`src/rtl/intr_bcast_pkg.sv`:
```
package intr_bcast_pkg;

    // Sequencer states of the broadcast writer.
    typedef enum logic [1:0] {
        ST_IDLE = 2'd0,
        ST_REQ  = 2'd1,
        ST_DATA = 2'd2
    } ib_state_e;

endpackage

```
`src/rtl/ibw_level_merge.sv`:
```
// Combines the pending entry with a new request: valid if either is valid,
// level is the higher of the valid ones.
module ibw_level_merge #(
    parameter int LVL_W = 5
) (
    input  logic             a_v_i,
    input  logic [LVL_W-1:0] a_lvl_i,
    input  logic             b_v_i,
    input  logic [LVL_W-1:0] b_lvl_i,
    output logic             any_v_o,
    output logic [LVL_W-1:0] lvl_o
);
    always_comb begin
        any_v_o = a_v_i | b_v_i;
        if (a_v_i && b_v_i) begin
            lvl_o = (a_lvl_i > b_lvl_i) ? a_lvl_i : b_lvl_i;
        end else if (a_v_i) begin
            lvl_o = a_lvl_i;
        end else if (b_v_i) begin
            lvl_o = b_lvl_i;
        end else begin
            lvl_o = '0;
        end
    end
endmodule

```
`src/rtl/ibw_word_pack.sv`:
```
// Packs mask (low bits) and level (just above) into the write data word.
module ibw_word_pack #(
    parameter int MASK_W = 16,
    parameter int LVL_W  = 5,
    parameter int DATA_W = 64
) (
    input  logic [MASK_W-1:0] mask_i,
    input  logic [LVL_W-1:0]  lvl_i,
    output logic [DATA_W-1:0] word_o
);
    localparam int USED_W = MASK_W + LVL_W;

    generate
        if (DATA_W > USED_W) begin : g_pad
            assign word_o = {{(DATA_W - USED_W){1'b0}}, lvl_i, mask_i};
        end else begin : g_exact
            assign word_o = {lvl_i, mask_i};
        end
    endgenerate
endmodule

```
`src/rtl/ibw_addr_gen.sv`:
```
// Broadcast register address: base plus node number times register stride.
module ibw_addr_gen #(
    parameter int                ADDR_W      = 40,
    parameter int                NODE_W      = 4,
    parameter int                STRIDE_LG2  = 6,
    parameter logic [ADDR_W-1:0] BASE_ADDR   = 40'hFF_8800_0000
) (
    input  logic [NODE_W-1:0] node_i,
    output logic [ADDR_W-1:0] addr_o
);
    logic [ADDR_W-1:0] offset;

    assign offset = ADDR_W'(node_i) << STRIDE_LG2;
    assign addr_o = BASE_ADDR + offset;
endmodule

```
`src/rtl/intr_bcast_writer.sv`:
```
module intr_bcast_writer
    import intr_bcast_pkg::*;
#(
    parameter int                MASK_W     = 16,
    parameter int                LVL_W      = 5,
    parameter int                DATA_W     = 64,
    parameter int                ADDR_W     = 40,
    parameter int                NODE_W     = 4,
    parameter int                STRIDE_LG2 = 6,
    parameter logic [ADDR_W-1:0] BASE_ADDR  = 40'hFF_8800_0000
) (
    input  logic              clk,
    input  logic              rst_n,
    input  logic              irq_valid_i,
    input  logic [LVL_W-1:0]  irq_level_i,
    input  logic              mask_we_i,
    input  logic [MASK_W-1:0] mask_wdata_i,
    input  logic [NODE_W-1:0] node_id_i,
    output logic              bus_req_o,
    input  logic              bus_gnt_i,
    output logic              csr_valid_o,
    output logic [ADDR_W-1:0] csr_addr_o,
    output logic [DATA_W-1:0] csr_data_o,
    output logic              drop_o
);

    typedef struct packed {
        ib_state_e         state;
        logic [MASK_W-1:0] mask;
        logic              pend_v;
        logic [LVL_W-1:0]  pend_lvl;
        logic [DATA_W-1:0] word;
        logic              drop;
    } regs_t;

    regs_t r_q, r_d;

    logic              merged_v;
    logic [LVL_W-1:0]  merged_lvl;
    logic [DATA_W-1:0] packed_word;
    logic [ADDR_W-1:0] bcast_addr;

    // Pending entry merged with the incoming request.
    ibw_level_merge #(.LVL_W(LVL_W)) u_merge (
        .a_v_i   (r_q.pend_v),
        .a_lvl_i (r_q.pend_lvl),
        .b_v_i   (irq_valid_i),
        .b_lvl_i (irq_level_i),
        .any_v_o (merged_v),
        .lvl_o   (merged_lvl)
    );

    // Word formed from the mask as stored now (before any same-cycle write).
    ibw_word_pack #(.MASK_W(MASK_W), .LVL_W(LVL_W), .DATA_W(DATA_W)) u_pack (
        .mask_i (r_q.mask),
        .lvl_i  (merged_lvl),
        .word_o (packed_word)
    );

    ibw_addr_gen #(
        .ADDR_W     (ADDR_W),
        .NODE_W     (NODE_W),
        .STRIDE_LG2 (STRIDE_LG2),
        .BASE_ADDR  (BASE_ADDR)
    ) u_addr (
        .node_i (node_id_i),
        .addr_o (bcast_addr)
    );

    always_comb begin
        r_d      = r_q;
        r_d.drop = 1'b0;

        if (mask_we_i) begin
            r_d.mask = mask_wdata_i;
        end

        case (r_q.state)
            ST_REQ: begin
                // Bus busy with our own request: fold new arrivals into pending.
                if (irq_valid_i) begin
                    r_d.pend_v   = 1'b1;
                    r_d.pend_lvl = merged_lvl;
                end
                if (bus_gnt_i) begin
                    r_d.state = ST_DATA;
                end
            end
            ST_IDLE, ST_DATA: begin
                // Data cycle ends the write, so a new one may be launched here.
                r_d.state = ST_IDLE;
                if (merged_v) begin
                    r_d.pend_v = 1'b0;
                    if (r_q.mask == '0) begin
                        r_d.drop = 1'b1;
                    end else begin
                        r_d.state = ST_REQ;
                        r_d.word  = packed_word;
                    end
                end
            end
            default: begin
                r_d.state = ST_IDLE;
            end
        endcase
    end

    always_ff @(posedge clk or negedge rst_n) begin
        if (!rst_n) begin
            r_q <= '0;
        end else begin
            r_q <= r_d;
        end
    end

    assign bus_req_o   = (r_q.state == ST_REQ);
    assign csr_valid_o = (r_q.state == ST_DATA);
    assign csr_data_o  = csr_valid_o ? r_q.word : '0;
    assign csr_addr_o  = csr_valid_o ? bcast_addr : '0;
    assign drop_o      = r_q.drop;

endmodule

```
`config.mk`:
```
export PLATFORM = sky130hd
export DESIGN_NAME = intr_bcast_writer
export DESIGN_NICKNAME = d
export VERILOG_FILES = /design/src/rtl/intr_bcast_pkg.sv /design/src/rtl/ibw_level_merge.sv /design/src/rtl/ibw_word_pack.sv /design/src/rtl/ibw_addr_gen.sv /design/src/rtl/intr_bcast_writer.sv
export SDC_FILE = /design/constraint.sdc
export NUM_CORES = 1
export LEC_CHECK = 0
export BUFFER_PORTS_ARGS = -buffer_cell sky130_fd_sc_hd__buf_2
export CORE_MARGIN = 5
export CORE_UTILIZATION = 40
export DETAILED_ROUTE_END_ITERATION = 8
export MAX_ROUTING_LAYER = met4
export PLACE_DENSITY = 0.68
export SLEW_MARGIN = 20
export SYNTH_ARGS = -nofsm -noshare
export SYNTH_HDL_FRONTEND = slang
export SYNTH_SLANG_ARGS = --single-unit
```
`constraint.sdc`:
```
create_clock -name clk -period 1.94 [get_ports clk]
set_input_delay 0.194 -clock clk [delete_from_list [all_inputs] [get_ports clk]]
set_output_delay 0.194 -clock clk [all_outputs]
set_load 0.01 [all_outputs]
```
==> flow_summary.yaml <==
clock_tree:
  post_cts.repair.setup_buffers: 0
  path_clk_slew_ns: 0.09
  cts_buffers: 5
  clockBufferDepth: 2
  root_buffer: "clkbuf_8"
  cts_max_level: 2
  cts_tree: "built"
  clk-insertion-delay-late_ns: 0.31
  cts_sinks: 46
detailed_routing:
  via_count: 2153
  first_pass_iters: 4
  drt_iter0_drc: 219
  wl_per_cell_um: 14.3
  antenna_left: 0
  routed_wl_mm: 6.57
  routed_via_density: 4.69
  drcViolationCount: 0
timing:
  tns_ns: 0
  clock_skew_ns: 0.00932
  holdWs_ns: 0.104
  worst_slew_pin_slew_ns: 0.607
  finalMaxSlewViolations: 0
  slew_headroom_pct: 59.5
  fin_crit_ns: 1.88
  fin_crit_sh_pct: 97.0
  fmax_mhz: 532
  setup_viol: 0
  setup_slack_ns: 0.0589
  hold_violations: 0
  rsz0062_at_grt: "yes"
setup_path:
  end_kind: "flip-flop"
  cp-endpoint: "r_q[69]$_DFFE_PN0P_"
  cp-startpoint: "r_q[65]$_DFFE_PN0P_"
  arrival_ns: 2.05
  required_ns: 2.11
  r2r-start: "r_q[65]$_DFFE_PN0P_"
  rr_worst_depth: 7
  reg2reg_setup_slack_ns: 0.06
  crit_slowest_cell: "dfrtp_1"
  cp_max_fo: 5
  worstPathCellList: "inv_1 > ha_1 > nand2b_1 > a211oi_2 > buf_4 > o21a_1 > o311ai_0"
  critPathKind: "flip-flop to flip-flop"
  cpPeakStageDelay_ns: 0.42
  r2r_end: "r_q[69]$_DFFE_PN0P_"
  start_kind: "flip-flop"
floorplan:
  core_area_sq_um: 7290
  fp.dieArea_sq_um: 9390
  num_rows: 31
  die_y_um: 96.9
  die_x_um: 96.9
  initial_core_util_pct: 41.4
  ios: 137
logic_synthesis:
  async_reset_ff_share_pct: 100
  yosys_warnings: 0
  yosysUniqueCellTypes: 41
  ys_ff_latch: 46
  ys.flop_type: "dfrtp_1"
  yosysSeqAreaShare_pct: 38.1
  synthCells: 293
  post_synth.cell_area_avg_sq_um: 10.3
  syn_area_sq_um: 3020
  synth_edf_count: 0
finish:
  fin_nets: 394
  instances_no_fill: 459
  areaGrowthSynthToFinish_pct: 9.77
  n_antenna_cell: 0
  layout-drive-gt1-share_pct: 35.3
power_and_ir_drop:
  power_density_nw_per_um2: 1220
  leakagePower_uw: 0.00168
  peakVddDrop_v: 0.000514
  finalPower_uw: 4040
placed_design:
  dp.cells: 450
  port_buffers: 67
  dp_hpwl_mm: 5.01
  place_ws_ns: 0.0331
  gp_congestion: 0.868
grt:
  grt_max_degree: 28
  grt_pass1_vias: 2071
  grt_pass1_wl_mm: 10.7
  grt.total_usage_pct: 14.1
  antenna_found_initial: 0
  grt.overflow.total: 0
job:
  cap_violations: 0
run_status:
  status: "completed"
min_path:
  hold_path.class: "input port to flip-flop"
  hold_depth: 3
## layout by cell type, fill, tap and decap left out, drive strengths merged, types with 2 or more instances in the layout
master / instances
a221o: 3
nor3: 4
o2111ai: 5
nand3: 3
nor2b: 5
o311ai: 2
and2: 28
a31oi: 4
o21ai: 4
a2111oi: 6
a22o: 2
buf: 81
a21oi: 3
a21o: 2
nand2: 6
nor2: 12
nor4: 4
conb: 69
a211oi: 6
clkinv: 2
mux2: 30
ha: 5
dfrtp: 46
clkbuf: 5
o2bb2ai: 2
inv: 7
## final cells by class
type                       instances  area [sq um]
tap                               99           124
fill                             690          3980
timing repair buffer              82           463
clock inverter                     3          21.3
inverter                           7          26.3
multi-input combinational        217          1460
clock buffer                       5          68.8
sequential                        46          1150
## worst min-delay path by stage
stage	start	endpoint	slack [ns]
3_5_place_dp	rst_n	drop_o$_DFF_PN0_	0.21
4_1_cts	mask_wdata_i[2]	r_q[73]$_DFFE_PN0P_	0.09
3_3_place_gp	rst_n	r_q[69]$_DFFE_PN0P_	0.21
6_report	mask_wdata_i[2]	r_q[73]$_DFFE_PN0P_	0.10
2_1_floorplan	rst_n	drop_o$_DFF_PN0_	-0.10
5_1_grt	mask_wdata_i[14]	r_q[85]$_DFFE_PN0P_	0.11
## critical path: cells and delay by family, from the launching register on
| family | cells | cell delay, ns |
|---|---|---|
| AOI/OAI and AO/OA | 3 | 0.70 |
| DFF | 1 | 0.42 |
| adders and majority gates | 1 | 0.17 |
| buffers and inverters | 2 | 0.28 |
| and+or+nand+nor | 1 | 0.16 |
## layer usage
metal / global-route usage (%) / routed length [um] / up-vias
li1: - / - / 1013
met1: 18.9 / 2980 / 1014
met2: 20.5 / 2920 / 120
met3: 3.67 / 588 / 6
met4: 4.86 / 82 / 0
met5: - / 0 / -
## cells in the mapped netlist, types with 4 or more instances
cell type	number	area [sq um]
o2111ai_1	5	43.8
ha_1	5	62.6
clkbuf_1	8	30.0
mux2_2	18	203
nor2b_1	5	31.3
a31oi_1	4	25.0
and2_1	28	175
a2111oi_0	6	52.6
dfrtp_1	46	1150
o21ai_0	4	20.0
nor3_1	4	20.0
nor2_1	12	45.0
mux2_4	12	180
nor4_1	4	25.0
a211oi_1	5	37.5
nand2_1	6	22.5
buf_4	79	593
inv_1	7	26.3
## repair_timing
item | 4_1_cts | 5_1_grt
hold buffers | 1 | 0
endpoints found under the hold margin | 20 | 0
endpoints found under the setup margin | 0 | 4
resized for setup | 0 | 7
## power breakdown
part | switching [uW] | internal [uW] | total, uW
clock | 348 | 254 | 601
sequential | 226 | 1300 | 1530
combinational | 996 | 919 | 1920
total | 1570 | 2470 | 4040
## cell families (layout without fill, tap and decap cells)
logic type | after synthesis | count (layout) | share of synthesized area [%]
DFF | 46 | 46 | 38.1
buffers and inverters | 98 | 97 | 22.6
muxes | 30 | 30 | 12.7
and+or+nand+nor | 68 | 68 | 12.5
other | 1 | 69 | 0.124
AOI/OAI and AO/OA | 45 | 45 | 12.0
adders and majority gates | 5 | 5 | 2.07
## stage by stage
stage	util [%]	area, sq um
global placement	43.9	3200
detailed placement	43.9	3200
global route	45.5	3320
floorplan	-	3280
finish	45.5	3320
CTS	45.3	3300
## state kept, by name, summed over array words and instances, names as in the netlist
register,cells
drop_o,1
r_q,45
Note: power is estimated with default switching activity, not from simulation.
